$ cat config.mk
export PLATFORM = sky130hd
export DESIGN_NAME = mdio_mgmt_slave
export DESIGN_NICKNAME = d
export VERILOG_FILES = /design/src/rtl/mdio_mgmt_slave.sv
export SDC_FILE = /design/constraint.sdc
export NUM_CORES = 1
export LEC_CHECK = 0
export ABC_AREA = 1
export BUFFER_PORTS_ARGS = -buffer_cell sky130_fd_sc_hd__buf_4
export CORE_ASPECT_RATIO = 1.75
export CORE_MARGIN = 1
export CORE_UTILIZATION = 53
export CTS_CLUSTER_DIAMETER = 80
export CTS_CLUSTER_SIZE = 24
export DETAILED_ROUTE_END_ITERATION = 7
export GPL_ROUTABILITY_DRIVEN = 0
export PLACE_DENSITY = 0.83
export SETUP_SLACK_MARGIN = 0.5
export SYNTH_ARGS = -nofsm -noshare
export SYNTH_HDL_FRONTEND = slang
export SYNTH_SLANG_ARGS = --single-unit
$ cat constraint.sdc
create_clock -name mdc -period 1.6 [get_ports mdc]
set_clock_uncertainty 0.1 [all_clocks]
set_input_delay 0.32 -clock mdc [delete_from_list [all_inputs] [get_ports mdc]]
set_output_delay 0.32 -clock mdc [all_outputs]
set_load 0.03 [all_outputs]
$ cat src/rtl/mdio_mgmt_slave.sv
module mdio_mgmt_slave #(
  parameter int AW = 5,
  parameter int DW = 16,
  parameter int PRE_MIN = 32,
  parameter logic [AW-1:0] STAT_ADDR = 5'h01,
  parameter logic [AW-1:0] CFG_ADDR = 5'h18,
  parameter logic [AW-1:0] COMPAT_ADDR = 5'h1C
) (
  input  logic          mdc,
  input  logic          rst_n,
  input  logic [AW-1:0] phy_addr,
  input  logic          tst_strap,
  input  logic          rptr_strap,
  input  logic          mdio_in,
  output logic          mdio_out,
  output logic          mdio_oe,
  input  logic          link_in,
  input  logic          speed_in,
  output logic          link_ok,
  output logic          speed100,
  output logic          link_led_n,
  output logic          fast_timers,
  output logic          clk_out_dis,
  output logic          tx_off
);
  localparam int HW = 2 + 2 * AW;
  localparam int CW = $clog2(PRE_MIN + 1);
  localparam int BW = $clog2((DW > HW) ? DW : HW);

  typedef enum logic [2:0] {S_IDLE, S_START, S_HDR, S_TA, S_DATA} st_t;

  st_t state;
  logic [CW-1:0] ones;
  logic [HW-2:0] hdr;
  logic [BW-1:0] bcnt;
  logic [DW-2:0] sh;
  logic rd_op, hit;
  logic pre_req, fast, clkdis, link_en, txoff, compat;
  logic [DW-1:0] rdata;

  wire [HW-1:0] hdr_nx = {hdr, mdio_in};
  wire pre_ok = !pre_req || (ones >= CW'(PRE_MIN));
  wire [4:0] wd = {sh[3:0], mdio_in};
  wire [1:0] op_nx = hdr_nx[1:0];

  always_comb begin
    rdata = '0;
    case (hdr[AW-1:0])
      STAT_ADDR:   rdata[6] = ~pre_req;
      CFG_ADDR:    rdata[4:0] = {txoff, link_en, clkdis, fast, pre_req};
      COMPAT_ADDR: rdata[0] = compat;
      default:     rdata = '0;
    endcase
  end

  always_ff @(posedge mdc) begin
    if (!rst_n) begin
      state <= S_IDLE;
      ones <= '0;
      hdr <= '0;
      bcnt <= '0;
      sh <= '0;
      rd_op <= 1'b0;
      hit <= 1'b0;
      mdio_oe <= 1'b0;
      mdio_out <= 1'b0;
      pre_req <= 1'b0;
      fast <= 1'b0;
      txoff <= 1'b0;
      clkdis <= ~tst_strap;
      link_en <= ~rptr_strap;
      compat <= 1'b0;
    end else begin
      case (state)
        S_IDLE: begin
          if (mdio_in) begin
            if (ones != CW'(PRE_MIN)) ones <= ones + 1'b1;
          end else begin
            ones <= '0;
            if (pre_ok) state <= S_START;
          end
        end
        S_START: begin
          bcnt <= '0;
          state <= mdio_in ? S_HDR : S_IDLE;
        end
        S_HDR: begin
          hdr <= hdr_nx[HW-2:0];
          bcnt <= bcnt + 1'b1;
          if (bcnt == BW'(1) && !(op_nx == 2'b10 || op_nx == 2'b01)) begin
            state <= S_IDLE;
          end else if (bcnt == BW'(HW-1)) begin
            state <= S_TA;
            bcnt <= '0;
            rd_op <= (hdr_nx[HW-1:HW-2] == 2'b10);
            hit <= (hdr_nx[2*AW-1:AW] == phy_addr);
          end
        end
        S_TA: begin
          bcnt <= bcnt + 1'b1;
          if (bcnt == '0) begin
            if (rd_op && hit) begin
              mdio_oe <= 1'b1;
              mdio_out <= 1'b0;
            end
          end else begin
            state <= S_DATA;
            bcnt <= '0;
            if (rd_op && hit) begin
              sh <= rdata[DW-2:0];
              mdio_out <= rdata[DW-1];
            end
          end
        end
        S_DATA: begin
          bcnt <= bcnt + 1'b1;
          if (rd_op) begin
            mdio_out <= sh[DW-2];
            sh <= {sh[DW-3:0], 1'b0};
          end else begin
            sh <= {sh[DW-3:0], mdio_in};
          end
          if (bcnt == BW'(DW-1)) begin
            state <= S_IDLE;
            mdio_oe <= 1'b0;
            ones <= '0;
            if (!rd_op && hit) begin
              if (hdr[AW-1:0] == CFG_ADDR) begin
                if (!compat) begin
                  pre_req <= wd[0];
                  fast <= wd[1];
                end
                clkdis <= wd[2];
                link_en <= wd[3];
                txoff <= wd[4];
              end else if (hdr[AW-1:0] == COMPAT_ADDR) begin
                compat <= wd[0];
              end
            end
          end
        end
        default: state <= S_IDLE;
      endcase
    end
  end

  assign link_ok = link_en ? link_in : 1'b1;
  assign speed100 = link_en ? speed_in : 1'b1;
  assign link_led_n = ~link_ok;
  assign fast_timers = fast;
  assign clk_out_dis = clkdis;
  assign tx_off = txoff;
endmodule

# ---- After elaboration in Yosys (flattened, before gate mapping)
# Index checks and enable logic that the tools add are counted.
dict set report totals {
  reg_bits 49
  inputBits 12
  out_inout_bits 8
  elab_cells 118
}
dict set report classes {
  addsub 2
  n_lt_le_gt_ge 1
  n_eq_ne 28
  n_mux 42
  bitwise 7
  n_reduce_logical 23
}
# op count
set op_table {}
lappend op_table {{15-bit 2-to-1 mux} 2}
lappend op_table {{15-bit case mux with 2 select lines} 1}
lappend op_table {{1-bit 2-to-1 mux} 19}
lappend op_table {{3-bit 2-to-1 mux} 6}
lappend op_table {{6-bit 2-to-1 mux} 3}
lappend op_table {{4-bit 2-to-1 mux} 4}
lappend op_table {{4-bit case mux with 4 select lines} 1}
lappend op_table {{3-bit case mux with 5 select lines} 1}
lappend op_table {{5-bit AND reduction} 3}
lappend op_table {{2-bit inequality test (second input constant)} 7}
lappend op_table {{6-bit case mux with 2 select lines} 1}
lappend op_table {{3-bit AND reduction} 4}
lappend op_table {{4-bit AND reduction} 3}
lappend op_table {{5-bit == test (second input constant)} 2}
lappend op_table {{4-bit == test (second input constant)} 2}
lappend op_table {{2-bit by 1-bit inequality test with 1-bit output (second input constant)} 4}
lappend op_table {{1-bit NOT} 7}
lappend op_table {{6-bit by 1-bit adder with 6-bit output (second input constant)} 1}
lappend op_table {{3-bit by 2-bit == test with 1-bit output (second input constant)} 2}
lappend op_table {{6-bit >= comparator (second input constant)} 1}
lappend op_table {{3-bit inequality test (second input constant)} 2}
lappend op_table {{6-bit inequality test (second input constant)} 1}
lappend op_table {{1-bit case mux with 2 select lines} 3}
lappend op_table {{5-bit by 1-bit == test with 1-bit output (second input constant)} 1}
lappend op_table {{other kinds (15)} 22}

# ---- Longest topological paths before layout
dict set report depth {
  ltp_word 6
  depth_mapped 10
  ltp_nobuf 10
}

# ---- Worst setup path before layout
# Ideal clock, no wire load.
dict set report synth_path {
  path_type {register to register}
  from {register bcnt[0]}
  to {register clkdis (netlist: clk_out_dis), enable pin}
  setup_ns 0.298
  t_arrival_ns 1.160
  t_required_ns 1.202
  path_slack_ns 0.043
  stages_incl_launch_ff 6
  path_buffers 0
  synth_period_minus_slack_ns 1.557
  path_cell_list {dfxtp_1 ha_1 nand4_1 nor3_4 nand2_1 nand2_1}
}
dict set report synth_via {
  elab_chain_cells 3
}
# element line
set synth_rtl {}
lappend synth_rtl {{start: declaration} 35} ;# logic [BW-1:0] bcnt;
lappend synth_rtl {{start signal: assignment} 89} ;# bcnt <= bcnt + 1'b1;
lappend synth_rtl {{start signal: assignment} 100} ;# bcnt <= bcnt + 1'b1;
lappend synth_rtl {{start signal: assignment} 116} ;# bcnt <= bcnt + 1'b1;
lappend synth_rtl {{4-bit == test} 123} ;# if (bcnt == BW'(DW-1)) begin
lappend synth_rtl {{2-bit by 1-bit inequality test with 1-bit output (no line)} --}
lappend synth_rtl {{4-bit AND reduction (no line)} --}
lappend synth_rtl {{end signal: assignment} 70} ;# clkdis <= ~tst_strap;
lappend synth_rtl {{end signal: assignment} 133} ;# clkdis <= wd[2];
lappend synth_rtl {{end: declaration} 38} ;# logic pre_req, fast, clkdis, link_en, txoff, compat;
# No other way between the ends.
# A chain may end at the register's enable or synchronous reset.

# ---- Worst setup path in the final report
dict set report layout_path {
  from {register bcnt[0]}
  to {register ones[2]}
}
dict set report layout_via {
  elab_chain_cells 3
}
# element line
set layout_rtl {}
lappend layout_rtl {{4-bit == test} 123}
lappend layout_rtl {{2-bit inequality test (no line)} --}
lappend layout_rtl {{3-bit AND reduction (no line)} --}
lappend layout_rtl {{end signal: assignment} 77} ;# if (ones != CW'(PRE_MIN)) ones <= ones + 1'b1;
lappend layout_rtl {{end: declaration} 33} ;# logic [CW-1:0] ones;
# No other way between the ends.

==> metrics list <==
- The run finished, with violations left.
- The checks that failed: setup timing.
* I/O pin count: 20
* Fillers: 189
- Dividing the detail-routed wire length by the instance count gives 21.5 um.
- Type of the worst min-delay path: in2reg
- Setup repair after global routing could not meet its margin everywhere.
- The initial antenna violation count was 0.
- Clk slew on worst S/H paths: 90 ps
- The critical path goes through ha_4, nand3_2, a21boi_4, nand3_1, nand2_1, nand2_1, nor2_1.
* Layout cells sized above 1: 0.540
- Number of nets still failing antenna checks after routing: 0
* Internal Dissipation: 2.66 mW
- MaxCap Viol Count: 0
- STA classifies the critical path startpoint as a register.
* Die height: 91.6 um
* Clock tree from TritonCTS: yes
- Upper clock frequency limit: 612 MHz
* Max-slew violation total from the final report: 0
* Shortest period the worst path allows: 1630 ps
- In this run the power spent charging and discharging nets is 1.68 mW.
* Data required time at the worst endpoint: 1720 ps
* Highest fanout seen on the critical path: 4
* Highest-count cells in the layout ignoring fill and taps: 54 x nand2_1, 38 x buf_4, 29 x buf_6, 29 x dfxtp_1, 27 x nand2_2
- For this configuration, the core starts out at a cell density of 0.552.
- Async S/R FF share, synth: 0
- Dividing the final minimum period by the clock period gives 1.02.
- Counting flops with a built-in enable in the synthesized netlist gives 2.
- On the critical path, the stage with the largest delay is an instance of dfxtp_4.
- Non-filler instance count after layout: 468
* Final-report hold violation count: 0
- Of the total power, the clock network draws 0.176.
- The mapped netlist covers 0.00243 mm2.
- Data on the critical path arrives at its endpoint at 1760 ps.
- Core box area: 0.00440 mm2
- Share of Yosys cell area claimed by the top area cell type: 0.387
- Clock tree synthesis found a total of 49 sinks.
- Net switching share of the total power: 0.387
* Deepest level of the CTS H-tree: 2
* Total number of yosys warnings: 0
- Seq pwr share: 0.362
- For the pin with the worst max-slew slack, the measured transition is 408 ps.
* Final routed wirelength across all metal layers: 10.1 mm
* Peak ir drop on the vdd network: 0.000996 V
- At the end of the flow, the number of nets in the layout was 433.
- Setup slack on the critical path of the routed design comes to -33.7 ps.
- Input and output buffers added on the ports amount to 19.
* Power consumption: 4.34 mW
- The first global-routing pass estimated 12.4 mm of wire.
- Library cells used by synthesis: 35
* Longest individual stage delay on the worst path: 400 ps
- The repair_antennas step left the layout with diodes totalling 0.
- Entering global routing, the biggest net connects 30 pins.
* Post-CTS Hold Fix Bufs: 0
- The cell that appears most often on the critical path is nand2_1.
- Post-synth top area cell: dfxtp_1
- The first routing iteration left 189 violations.
- Clock tree synthesis selected as its root buffer the cell clkbuf_8.
- Number of buffers on the longest clock path: 2
* Path type of the worst setup path: reg2reg
- Remaining design rule violation count: 0
- Post-synthesis average cell area: 6.98 um2
- Post-synthesis instance total: 348
* Final Setup Violations: 3
- Synth Register Bits: 49
- Once placement completed, the tool counted placed cells totaling 415.
- The wire-length estimate of the detail-placed layout is 4.20 mm.
* Count of standard-cell rows: 32
* Total number of vias: 2915
- Leaving out fill and tap cells, the most frequent cell in the layout is nand2_1.
- The pre-antenna-repair detailed-routing pass consisted of 6 iterations.
* Total CTS buffers: 5
* Clk_lat worst skew: 310 ps
* Combined global-route utilization of all metal layers: 0.345
* Global route total overflow: 0
* Relative contribution of combinational cells to total power: 0.462
- The most used flip-flop cell after synthesis is dfxtp_1.
- The share of the Yosys chip area taken by registers is 0.412.
- The number of buffers and inverters on the critical path is 0.
- Area added between synthesis and finish: 60.4%
* Post-Synthesis Net Count: 365
* Critical path capture point type: register
- The worst pin sits at a relative slew slack of 0.728.
- Broken down by cell family, the worst path's largest delay share belongs to simple AND/OR/NAND/NOR gates.
* Overall die width: 53.2 um
- Area occupied by multi-input gates: 0.00180 mm2
* Routed via count divided by cell count: 6.23
- Sequential standard cell area: 0.00105 mm2
* Overall die area: 0.00487 mm2
- Leakage: 1.56 nW
* Vias in the first global route: 2751
* Top cells by area in the synthesized netlist: dfxtp_1 39%, nand2_1 14%, a21oi_1 7.8%, nand3_1 5.8%, inv_1 5.6%
* Ratio of total power to cell area: 1110 mW/mm2
-- state kept, by name, indices dropped and copies added, names as in the netlist, 3 cells and up --
name	flops
state	3
hdr	11
bcnt	4
ones	6
sh	15
-- Yosys cell counts, types with 2 or more instances --
| master | number |
|---|---|
| inv_1 | 36 |
| inv_2 | 3 |
| xnor2_1 | 3 |
| nand2_2 | 4 |
| ha_1 | 5 |
| dfxtp_1 | 47 |
| clkbuf_1 | 5 |
| buf_2 | 3 |
| o21ai_1 | 2 |
| nand3_1 | 28 |
| nand2_1 | 88 |
| a21oi_1 | 38 |
| edfxtp_1 | 2 |
| nor2_1 | 32 |
| xor2_1 | 4 |
| nand3_2 | 2 |
| nand4_1 | 7 |
| a31oi_1 | 3 |
| o21ai_0 | 20 |
-- final cells by class --
class | count | area share
Sequential cell | 49 | 0.269
Tap cell | 51 | 0.0164
Clock buffer | 8 | 0.0231
Inverter | 40 | 0.0501
Timing Repair Buffer | 71 | 0.176
Multi-Input combinational cell | 248 | 0.461
Timing Repair inverter | 1 | 0.00417
-- per-layer routing --
| metal | vias to the layer above | global-route usage | part of all wire |
|---|---|---|---|
| li1 | 1278 | - | - |
| met1 | 1377 | 0.368 | 0.33 |
| met2 | 181 | 0.591 | 0.52 |
| met3 | 79 | 0.0637 | 0.068 |
| met4 | 0 | 0.211 | 0.079 |
| met5 | - | 0 | 0 |
-- timing repair --
action	in CTS	in global routing
pin swaps	36	43
setup endpoints to repair	57	57
gates cloned	2	0
resized for setup	116	88
setup buffers	35	8
-- final timing paths --
kind / start / end / slack (ps) / cells past startpoint
min reg2reg: sh[12] / sh[12] / 370 / 2
min: tst_strap / clk_out_dis / 210 / 2
max: bcnt[0] / ones[2] / -30 / 7
max reg2reg: bcnt[0] / ones[2] / -30 / 7
-- stage by stage --
step                      utilization  hold WS, ps  setup TNS (ps)  cell area (um2)  worst slack, ps
after floorplan                     -          336               0             2580              114
after global placement          0.626          344               0             2760             84.6
after detailed placement        0.626          351               0             2760             36.0
after CTS                       0.791          211               0             3480              120
after global routing            0.885          236            -358             3900             -159
final                           0.885          212           -66.2             3900            -33.7
-- power by group through the flow --
| stage | registers [mW] | clock network [mW] | logic, mW |
|---|---|---|---|
| 5_1_grt | 1.58 | 0.816 | 2.14 |
| 2_1_floorplan | 1.52 | 0 | 0.753 |
| 3_3_place_gp | 1.54 | 0 | 0.895 |
| 3_5_place_dp | 1.55 | 0 | 0.914 |
| 6_report | 1.57 | 0.764 | 2.01 |
| 4_1_cts | 1.53 | 0.764 | 1.54 |
-- kinds of logic after synthesis --
family          count (synthesis)  share of synthesized area
flops                          49                      0.412
compound gates                 68                      0.147
simple gates                  168                      0.305
fa+ha+maj                       5                     0.0257
xor+xnor                        7                     0.0252
buf+inv                        51                     0.0855
Note: power is estimated with default switching activity, not from simulation.
